--- config.mk ---
export PLATFORM = sky130hd
export DESIGN_NAME = nco_dual_quad
export DESIGN_NICKNAME = d
export VERILOG_FILES = /design/src/rtl/nco_dual_quad.sv
export SDC_FILE = /design/constraint.sdc
export NUM_CORES = 1
export LEC_CHECK = 0
export CAP_MARGIN = 25
export CORE_MARGIN = 1
export CORE_UTILIZATION = 43
export CTS_BUF_LIST = sky130_fd_sc_hd__clkbuf_16
export CTS_CLUSTER_DIAMETER = 80
export DETAILED_ROUTE_END_ITERATION = 12
export GPL_TIMING_DRIVEN = 0
export HOLD_SLACK_MARGIN = 0.05
export PLACE_DENSITY = 0.85
export SETUP_SLACK_MARGIN = 0.02
export SYNTH_ARGS = -nofsm -noshare
export SYNTH_HDL_FRONTEND = slang
export SYNTH_SLANG_ARGS = --single-unit
export TNS_END_PERCENT = 10
--- constraint.sdc ---
create_clock -name clk -period 2.35 [get_ports clk]
set_input_delay 0.705 -clock clk [delete_from_list [all_inputs] [get_ports clk]]
set_output_delay 0.705 -clock clk [all_outputs]
set_load 0.01 [all_outputs]
--- src/rtl/nco_dual_quad.sv ---
module nco_dual_quad #(
  parameter int ACC_W = 32,
  parameter int PH_W  = 12
) (
  input  logic             clk,
  input  logic             rst_n,
  input  logic [ACC_W-1:0] tune_a,
  input  logic [ACC_W-1:0] tune_b,
  input  logic [PH_W-1:0]  ofs0,
  input  logic [PH_W-1:0]  ofs1,
  input  logic [PH_W-1:0]  ofs2,
  input  logic [PH_W-1:0]  ofs3,
  input  logic             tune_sel,
  input  logic [1:0]       ofs_sel,
  input  logic             hold_rst,
  input  logic             hold_sleep,
  input  logic             acc_clr,
  output logic [PH_W-1:0]  phase_out,
  output logic             phase_vld
);
  localparam logic [ACC_W-1:0] NYQ = {1'b1, {(ACC_W-1){1'b0}}};

  logic [ACC_W-1:0] acc, step;
  logic [PH_W-1:0]  ofs;
  logic             clr_q, clr_edge;

  assign step     = tune_sel ? tune_b : tune_a;
  assign clr_edge = acc_clr & ~clr_q;

  always_comb begin
    case (ofs_sel)
      2'd0:    ofs = ofs0;
      2'd1:    ofs = ofs1;
      2'd2:    ofs = ofs2;
      default: ofs = ofs3;
    endcase
  end

  always_ff @(posedge clk or negedge rst_n) begin
    if (!rst_n) begin
      acc       <= '0;
      clr_q     <= 1'b0;
      phase_out <= '0;
      phase_vld <= 1'b0;
    end else begin
      clr_q     <= acc_clr;
      phase_out <= acc[ACC_W-1 -: PH_W] + ofs;
      phase_vld <= ~hold_rst & ~hold_sleep;
      if (hold_rst)        acc <= '0;
      else if (clr_edge)   acc <= '0;
      else if (!hold_sleep) acc <= acc + step;
    end
  end

  assert_run_step_R2: assert property (@(posedge clk) disable iff (!rst_n)
    (!hold_rst && !clr_edge && !hold_sleep) |=> acc == $past(acc) + $past(step));

  assert_rst_zero_R6: assert property (@(posedge clk) disable iff (!rst_n)
    hold_rst |=> (acc == '0) && !phase_vld);

  assert_sleep_hold_R7: assert property (@(posedge clk) disable iff (!rst_n)
    (hold_sleep && !hold_rst && !clr_edge) |=> $stable(acc) && !phase_vld);

  assert_clr_once_R8: assert property (@(posedge clk) disable iff (!rst_n)
    clr_edge |=> (acc == '0) && clr_q);

  assert_fword_nyquist_R10: assert property (@(posedge clk) disable iff (!rst_n)
    (!hold_rst && !hold_sleep) |-> step <= NYQ);
endmodule

==> results of run 1 <==
-- layout by cell type, fill, tap and decap left out, drive strengths merged, types with 17 or more instances in the layout --
cell type,instances
nand2,51
ha,42
a21oi,35
xor2,17
o21ai,39
mux2,31
nor2,27
inv,17
clkbuf,17
clkdlybuf4s50,100
buf,58
dfrtp,46
-- layout make-up --
class | count | area (µm²)
timing repair buffer | 180 | 1720
inverter | 16 | 60.1
multi-input combinational | 366 | 3490
fill | 542 | 2400
clock buffer | 5 | 125
antenna | 1 | 2.50
tap | 129 | 161
buffer | 14 | 170
sequential | 46 | 1150
clock inverter | 3 | 41.3
-- routing by layer --
layer,vias to the layer above,routed length (µm),track usage [%]
met5,-,0,0
li1,2002,-,-
met4,0,1090,16.2
met2,319,8150,52.8
met1,2226,5830,33.7
met3,107,1200,3.68
-- sequential cells by signal, indices dropped and copies added (netlist names) --
register,cells
phase_vld,1
acc,32
clr_q,1
phase_out,12
-- power by group --
part	leakage [nW]	switching, W	internal, W
Clock	0.0812	0.000340	0.000500
Sequential	0.595	0.0000847	0.000918
Combinational	2.32	0.000969	0.00103
Total	3.00	0.00139	0.00244
-- stage by stage --
| stage | area [µm²] | cells | worst slack (ns) | setup TNS [ns] | power (W) |
|---|---|---|---|---|---|
| after floorplan | 4430 | 445 | -0.916 | -16.16 | 0.00196 |
| after global placement | 5910 | 705 | -1.47 | -70.83 | 0.00246 |
| after detailed placement | 5930 | 707 | -1.61 | -37.61 | 0.00252 |
| after CTS | 6660 | 749 | -0.809 | -14.67 | 0.00357 |
| after global routing | 6920 | 759 | -1.03 | -20.12 | 0.00398 |
| final | 6930 | 760 | -0.977 | -17.49 | 0.00384 |
-- how the worst max path moves through the flow --
stage                         end  slack, ns
floorplan                 acc[30]      -0.92
global placement    phase_out[11]      -1.47
detailed placement  phase_out[11]      -1.61
CTS                       acc[28]      -0.81
global route              acc[30]      -1.03
finish                    acc[30]      -0.98
-- cells by family (layout without fill, tap and decap cells) --
group / after synthesis / in the layout / synth area share, %
AOI/OAI and AO/OA: 128 / 128 / 20.7
and+or+nand+nor: 115 / 115 / 12.4
muxes: 47 / 47 / 15.8
DFF: 46 / 46 / 27.6
adders and majority gates: 44 / 44 / 13.5
buffers and inverters: 33 / 218 / 3.32
xor gates and xnor gates: 32 / 32 / 6.71
other: 0 / 1 / 0
-- what timing repair did --
action                     CTS  global route
gates cloned                 1             0
setup buffers               36            10
setup endpoints to repair   38            40
pin swaps                   52            49
gates resized for setup    119            46
==> impl_metrics.env, run 1 <==
export IMPL_status="finished with violations"
export IMPL_failed_checks="negative setup slack"
export IMPL_drc_errors=0
export IMPL_power_density_mw_per_mm2=554
export IMPL_cp_depth=10
export IMPL_final_util_pct=74.2
export IMPL_overflow=0
export IMPL_setup_viol=35
export IMPL_num_vias=4654
export IMPL_ys_seq_elements=46
export IMPL_die_y_um=101
export IMPL_start_util_pct=44.8
export IMPL_grt_util_all_layers_pct=29.3
export IMPL_synth_area_leaders="dfrtp_1 (28%), ha_1 (13%), mux2_2 (8.4%)"
export IMPL_clock_latency_ns=0.29
export IMPL_cts_sinks=46
export IMPL_cts_htree_levels=2
export IMPL_cp_arrival_ns=3.51
export IMPL_clk_pin_slew_ns=0.07
export IMPL_io_pins=133
export IMPL_ys_flop_type="dfrtp_1"
export IMPL_path_delay_family="compound AO/OA/AOI/OAI gates"
export IMPL_grt_max_degree=33
export IMPL_grt_setup_unrepaired="yes"
export IMPL_wl_per_cell_um=21.4
export IMPL_cts_buffers=5
export IMPL_timing_final_crit_share_pct=142
export IMPL_clock_fmax_mhz=301
export IMPL_synthArstFlopShare_pct=100
export IMPL_timing_rr_end="acc[28]"
export IMPL_r2r_setup_slack_ns=-0.50
export IMPL_drive_gt1_share_pct=32.1
export IMPL_antenna_found_initial=0
export IMPL_finalCriticalPeriod_ns=3.33
export IMPL_ys_warn_count=0
export IMPL_crit_start="tune_sel"
export IMPL_yosysTopAreaCellShare_pct=27.6
export IMPL_tightest_slew_ns=0.580
export IMPL_slowest_delay_ns=0.48
export IMPL_wirelength_um=16300
export IMPL_synth_common_cells="nand2_1 (51), dfrtp_1 (46), ha_1 (42)"
export IMPL_grt_pass1_vias=4681
export IMPL_synth_edf_count=0
export IMPL_path_cells="clkbuf_16 -> buf_6 -> mux2_2 -> ha_1 -> a21o_1 -> a21o_1 -> a21oi_2 -> a21oi_2 -> or4_1 -> a32o_1"
export IMPL_rows=35
export IMPL_finalHoldViolCount=0
export IMPL_dp_hpwl_um=9050
export IMPL_required_ns=2.53
export IMPL_cts_root_buf="clkbuf_16"
export IMPL_port_buffers=131
export IMPL_synthCells=445
export IMPL_cp_num_buf_inv=2
export IMPL_grt_pass1_wl_um=23200
export IMPL_drv_slew=0
export IMPL_cp_slowest_cell="or4_1"
export IMPL_fin_hold_ws_ns=0.329
export IMPL_cellLeakagePower_nw=3.00
export IMPL_reg2reg_depth=13
export IMPL_syn_area_mm2=0.00418
export IMPL_crit_type="primary input to register"
export IMPL_vdd_drop_max_uv=362
export IMPL_drv_cap=0
export IMPL_setup_ws_ns=-0.977
export IMPL_dr_pass1_iters=5
export IMPL_synth_seq_area_share_pct=27.6
export IMPL_yosysMostFrequentCell="nand2_1"
export IMPL_slew_headroom_pct=61.3
export IMPL_cp_start_kind="primary input"
export IMPL_holdCritPathClass="primary input to async pin"
export IMPL_core_area_mm2=0.00933
export IMPL_ctsHoldBuffers=0
export IMPL_endpoint_kind="register"
export IMPL_ant_nets=0
export IMPL_cts_tree="yes"
export IMPL_gp_congestion=0.890
export IMPL_die_area_mm2=0.0101
export IMPL_fin_worst_skew_ns=0.00780
export IMPL_viasPerCell=6.12
export IMPL_syn_area_per_cell_um2=9.39
export IMPL_syn_num_nets=609
export IMPL_path_max_fanout=10
export IMPL_synth_distinct_cells=54
export IMPL_r2r_start="acc[0]"
export IMPL_areaGrowthSynthToFinish_pct=65.8
export IMPL_cts_buffer_depth=2
export IMPL_fp_dieW_um=101
export IMPL_layout_nets=793
export IMPL_yosys_area_top_type="dfrtp_1"
export IMPL_dr_first_iter_drc_count=352
(Power assumes the default switching activity.)
==> run 2: changes to the inputs <==
--- a/config.mk
+++ b/config.mk
@@ -7,10 +7,11 @@
 export LEC_CHECK = 0
 export CAP_MARGIN = 25
 export CORE_MARGIN = 1
-export CORE_UTILIZATION = 43
+export CORE_UTILIZATION = 59
 export CTS_BUF_LIST = sky130_fd_sc_hd__clkbuf_16
 export CTS_CLUSTER_DIAMETER = 80
 export DETAILED_ROUTE_END_ITERATION = 12
+export DONT_BUFFER_PORTS = 1
 export GPL_TIMING_DRIVEN = 0
 export HOLD_SLACK_MARGIN = 0.05
 export PLACE_DENSITY = 0.85
==> run 2 against run 1 <==
  * The flow still finishes with violations (negative setup slack)
  * Via count is 18% lower
  * Combinational power is 31% lower
  * Clock skew decreased by 0.0046 ns
  * Critical path depth increased by 2
  * Critical path type unchanged
==> impl_metrics.env, run 2 (same netlist as run 1, synthesis figures left out) <==
export IMPL_io_pins=133
export IMPL_overflow=0
export IMPL_antenna_found_initial=0
export IMPL_timing_final_crit_share_pct=139
export IMPL_design_area_mm2=0.00519
export IMPL_fp_dieW_um=86.2
export IMPL_crit_start="tune_sel"
export IMPL_holdCritPathClass="primary input to async pin"
export IMPL_drv_slew=0
export IMPL_setup_viol=32
export IMPL_cts_buffer_depth=2
export IMPL_slew_headroom_pct=58.7
export IMPL_rows=30
export IMPL_die_area_mm2=0.00742
export IMPL_drc_errors=0
export IMPL_areaGrowthSynthToFinish_pct=24.2
export IMPL_r2r_setup_slack_ns=-0.39
export IMPL_cellLeakagePower_nw=2.17
export IMPL_drive_gt1_share_pct=32.2
export IMPL_ant_nets=0
export IMPL_placed_cell_area_mm2=0.00456
export IMPL_grt_max_degree=47
export IMPL_fin_hold_ws_ns=0.104
export IMPL_cts_sinks=46
export IMPL_final_cell_mix="nand2_1 (49), dfrtp_1 (46), mux2_2 (25), ha_1 (24), nor2_1 (23)"
export IMPL_gp_congestion=0.879
export IMPL_slowest_delay_ns=0.43
export IMPL_timing_rr_end="acc[30]"
export IMPL_wirelength_um=11800
export IMPL_clk_pin_slew_ns=0.06
export IMPL_cp_arrival_ns=3.43
export IMPL_power_density_mw_per_mm2=598
export IMPL_grt_util_all_layers_pct=32.1
export IMPL_status="finished with violations"
export IMPL_num_vias=3821
export IMPL_core_area_mm2=0.00683
export IMPL_cts_tree="yes"
export IMPL_dr_pass1_iters=7
export IMPL_grt_pass1_vias=3763
export IMPL_crit_type="primary input to register"
export IMPL_fin_worst_skew_ns=0.00322
export IMPL_clock_fmax_mhz=307
export IMPL_grt_pass1_wl_um=18300
export IMPL_finalHoldViolCount=0
export IMPL_dr_first_iter_drc_count=278
export IMPL_cts_htree_levels=2
export IMPL_top_register="acc"
export IMPL_cp_slowest_cell="or4_4"
export IMPL_dp_hpwl_um=7700
export IMPL_setup_tns_ns=-14.65
export IMPL_required_ns=2.53
export IMPL_path_cells="clkbuf_16 -> clkbuf_8 -> mux2_2 -> ha_4 -> a21oi_1 -> nor2_1 -> o21bai_2 -> a31oi_4 -> o21ai_4 -> a21oi_2 -> or4_4 -> a32o_1"
export IMPL_cp_start_kind="primary input"
export IMPL_endpoint_kind="register"
export IMPL_largest_registers="acc x32, phase_out x12"
export IMPL_cts_buffers=5
export IMPL_die_y_um=86.2
export IMPL_port_buffers=0
export IMPL_setup_ws_ns=-0.905
export IMPL_vdd_drop_max_uv=344
export IMPL_grt_setup_unrepaired="yes"
export IMPL_largest_reg_flops=32
export IMPL_final_common_cell="nand2_1"
export IMPL_failed_checks="negative setup slack"
export IMPL_clock_latency_ns=0.29
export IMPL_final_util_pct=75.9
export IMPL_antennaDiodeCount=0
export IMPL_start_util_pct=61.2
export IMPL_ctsHoldBuffers=0
export IMPL_tightest_slew_ns=0.619
export IMPL_finalCriticalPeriod_ns=3.26
export IMPL_wl_per_cell_um=20.9
export IMPL_viasPerCell=6.76
export IMPL_r2r_start="acc[0]"
export IMPL_cts_root_buf="clkbuf_16"
export IMPL_path_max_fanout=6
export IMPL_layout_nets=634
export IMPL_reg2reg_depth=12
export IMPL_drv_cap=0
run 2: critical path, delay by kind of cell:
kind	cells	cell delay, ns
AOI/OAI and AO/OA	6	1.29
adders and majority gates	1	0.24
buffers and inverters	2	0.29
muxes	1	0.36
and+or+nand+nor	2	0.54
run 2: cell type report:
| class | instances | area (µm²) |
|---|---|---|
| Buffer | 17 | 201 |
| Clock buffer | 5 | 125 |
| Clock inverter | 1 | 3.75 |
| Fill cell | 441 | 1640 |
| Inverter | 16 | 60.1 |
| Multi-Input combinational cell | 366 | 3380 |
| Sequential cell | 46 | 1150 |
| Tap cell | 96 | 120 |
| Timing Repair Buffer | 18 | 143 |
run 2: stage by stage:
| stage | worst slack, ns | std cells | total power, W |
|---|---|---|---|
| finish | -0.905 | 565 | 0.00310 |
| global route | -1.03 | 565 | 0.00326 |
| CTS | -0.746 | 557 | 0.00297 |
| detailed placement | -1.36 | 542 | 0.00217 |
| global placement | -1.26 | 541 | 0.00211 |
| floorplan | -0.916 | 445 | 0.00196 |
run 2: power by group:
part / switching (W) / leakage, nW / internal [W]
registers: 0.000126 / 0.595 / 0.000920
logic: 0.000728 / 1.51 / 0.000652
clock network: 0.000298 / 0.0632 / 0.000379
total: 0.00115 / 2.17 / 0.00195
run 2: what timing repair did:
| item | 4_1_cts | 5_1_grt |
|---|---|---|
| setup buffers | 9 | 8 |
| hold endpoints to repair | 0 | 0 |
| endpoints found under the setup margin | 31 | 33 |
| pin swaps | 24 | 22 |
| gates cloned | 1 | 0 |
| resized for setup | 46 | 30 |
run 2: how the worst max path moves through the flow:
stage               to  slack, ns
6_report       acc[30]      -0.91
5_1_grt        acc[30]      -1.03
4_1_cts        acc[30]      -0.75
3_5_place_dp   acc[31]      -1.36
3_3_place_gp   acc[27]      -1.26
2_1_floorplan  acc[30]      -0.92
run 2: layer usage:
layer  part of all wire, %  vias up  GRT usage, %
met4                   3.4        0          11.8
met3                   6.7       48          5.49
met1                    39     1849          40.1
met2                    51      241          55.7
met5                     0        -             0
li1                      -     1683             -
==> run 3: changes to the inputs <==
--- a/config.mk
+++ b/config.mk
@@ -7,14 +7,14 @@
 export LEC_CHECK = 0
 export CAP_MARGIN = 25
 export CORE_MARGIN = 1
-export CORE_UTILIZATION = 59
+export CORE_UTILIZATION = 30
 export CTS_BUF_LIST = sky130_fd_sc_hd__clkbuf_16
 export CTS_CLUSTER_DIAMETER = 80
 export DETAILED_ROUTE_END_ITERATION = 12
 export DONT_BUFFER_PORTS = 1
 export GPL_TIMING_DRIVEN = 0
 export HOLD_SLACK_MARGIN = 0.05
-export PLACE_DENSITY = 0.85
+export PLACE_DENSITY = 0.51
 export SETUP_SLACK_MARGIN = 0.02
 export SYNTH_ARGS = -nofsm -noshare
 export SYNTH_HDL_FRONTEND = slang
==> constraint.sdc (replaced) <==
create_clock -name clk -period 4.1 [get_ports clk]
set_input_delay 1.23 -clock clk [delete_from_list [all_inputs] [get_ports clk]]
set_output_delay 1.23 -clock clk [all_outputs]
set_load 0.01 [all_outputs]
==> run 3 against run 2 <==
  * The run now ends clean
  * First-iteration DRC count shrank 50%
  * Highest routed layer unchanged
  * Clock skew grew 0.0026 ns
  * Largest power group unchanged
  * Cell area shrank 11%
  * Flip-flop and latch count is the same
  * Via count shrank 13%
==> impl_metrics.env, run 3 (same netlist as run 1, synthesis figures left out) <==
export IMPL_cp_num_buf_inv=2
export IMPL_cts_root_buf="clkbuf_16"
export IMPL_areaGrowthSynthToFinish_pct=10.6
export IMPL_drv_slew=0
export IMPL_hold_start="acc[3]"
export IMPL_cp_depth=13
export IMPL_grt_pass1_vias=3469
export IMPL_setup_tns_ns=0
export IMPL_path_delay_family="compound AO/OA/AOI/OAI gates"
export IMPL_grt_pass1_wl_um=17100
export IMPL_setup_ws_ns=0.169
export IMPL_num_vias=3310
export IMPL_start_util_pct=31.2
export IMPL_path_cells="clkbuf_4 -> buf_6 -> mux2_2 -> ha_1 -> o211ai_2 -> a21oi_4 -> o21ai_2 -> a211o_1 -> a31oi_2 -> o21ai_2 -> a21oi_2 -> or4_1 -> a32o_1"
export IMPL_finalHoldViolCount=0
export IMPL_wl_per_cell_um=17.2
export IMPL_final_cell_mix="nand2_1 (51), dfrtp_1 (46), ha_1 (42), o21ai_0 (31), mux2_2 (31)"
export IMPL_path_max_fanout=10
export IMPL_vdd_drop_max_uv=167
export IMPL_grt_util_all_layers_pct=15.2
export IMPL_design_area_mm2=0.00462
export IMPL_cp_start_kind="primary input"
export IMPL_r2r_setup_slack_ns=1.25
export IMPL_crit_type="primary input to register"
export IMPL_gp_congestion=0.898
export IMPL_crit_top_cell="o21ai_2"
export IMPL_slew_headroom_pct=53.2
export IMPL_min_path_cells=2
export IMPL_pre_cts_slack_ns=-0.977
export IMPL_tightest_slew_ns=0.701
export IMPL_setup_viol=0
export IMPL_ctsHoldBuffers=0
export IMPL_slowest_delay_ns=0.49
export IMPL_cts_buffers=5
export IMPL_cts_sinks=46
export IMPL_dp_hpwl_um=8510
export IMPL_status="finished clean"
export IMPL_r2r_start="acc[0]"
export IMPL_dr_first_iter_drc_count=138
export IMPL_cts_tree="yes"
export IMPL_final_cells=630
export IMPL_grt_max_degree=47
export IMPL_dr_pass1_iters=4
export IMPL_die_y_um=120
export IMPL_cp_arrival_ns=4.11
export IMPL_drive_gt1_share_pct=17.8
export IMPL_clk_pin_slew_ns=0.07
export IMPL_cts_buffer_depth=2
export IMPL_antenna_found_initial=0
export IMPL_power_density_mw_per_mm2=350
export IMPL_largest_reg_flops=32
export IMPL_antennaDiodeCount=0
export IMPL_largest_registers="acc x32, phase_out x12"
export IMPL_drv_cap=0
export IMPL_holdCritPathClass="register to register"
export IMPL_clock_latency_ns=0.29
export IMPL_finalCriticalPeriod_ns=3.93
export IMPL_io_pins=133
export IMPL_wirelength_um=10800
export IMPL_cts_htree_levels=2
export IMPL_grt_setup_unrepaired="no"
export IMPL_overflow=0
export IMPL_port_buffers=0
export IMPL_dpl_cell_count=622
export IMPL_endpoint_kind="register"
export IMPL_drc_errors=0
export IMPL_timing_rr_end="acc[28]"
export IMPL_ant_nets=0
export IMPL_whs_endpoint="acc[3]"
export IMPL_timing_final_crit_share_pct=95.9
export IMPL_core_area_mm2=0.0134
export IMPL_cp_slowest_cell="or4_1"
export IMPL_final_util_pct=34.5
export IMPL_die_area_mm2=0.0144
export IMPL_clock_fmax_mhz=254
export IMPL_reg2reg_depth=12
export IMPL_rows=42
export IMPL_final_common_cell="nand2_1"
export IMPL_fp_dieW_um=120
export IMPL_cellLeakagePower_nw=1.99
export IMPL_required_ns=4.28
export IMPL_layout_nets=617
export IMPL_fin_worst_skew_ns=0.00586
export IMPL_placed_cell_area_mm2=0.00441
export IMPL_top_register="acc"
export IMPL_viasPerCell=5.25
-- run 3: cell count changes in the layout (fill, tap and decap cells not counted), moves of 6 or more --
cell,delta
ha_1,+18
ha_4,-17
buf_4,-11
o21ai_0,+11
a21oi_1,+6
mux2_2,+6
mux2_4,-6
o21ai_2,-6
-- run 3: tightest hold or removal path, delay by kind of cell, from the launching register on --
family           cells  cell delay [ns]
AO/OA/AOI/OAI        1             0.06
flip-flops           1             0.35
AND/OR/NAND/NOR      1             0.05
-- run 3: final cells by class --
type / count / area, µm²
well taps: 176 / 220
multi-input cells: 366 / 2920
fillers: 1407 / 8780
plain buffers: 16 / 106
inverters: 16 / 60.1
clock buffers: 5 / 125
repair buffers: 2 / 15.0
clock inverters: 3 / 21.3
flip-flops and latches: 46 / 1150
-- run 3: where the power goes --
group / total, W / internal (W) / switching [W]
sequential: 0.000590 / 0.000527 / 0.0000631
clock: 0.000423 / 0.000227 / 0.000196
combinational: 0.000605 / 0.000278 / 0.000327
-- run 3: metrics by stage --
step	hold slack (ns)	total power [W]
global placement	0.471	0.00118
detailed placement	0.485	0.00119
CTS	0.501	0.00163
global route	0.527	0.00174
floorplan	0.456	0.00107
finish	0.496	0.00162
-- run 3: layer usage --
metal / up-vias / routed length (µm) / GRT usage, %
li1: 1659 / - / -
met1: 1528 / 4830 / 19.3
met2: 112 / 5280 / 26.8
met3: 11 / 604 / 2.80
met4: 0 / 111 / 3.05
met5: - / 0 / 0
-- run 3: how the worst max path moves through the flow --
stage / startpoint / end
after floorplan: ofs_sel[0] / phase_out[10]
after global placement: tune_sel / acc[31]
after detailed placement: tune_sel / acc[31]
after CTS: ofs_sel[1] / phase_out[10]
after global routing: tune_sel / acc[30]
final: tune_sel / acc[30]
-- run 3: timing repair --
action,in CTS,in global routing
resized for setup,8,17
pin swaps,0,1
buffers inserted,0,1
setup endpoints to repair,23,9
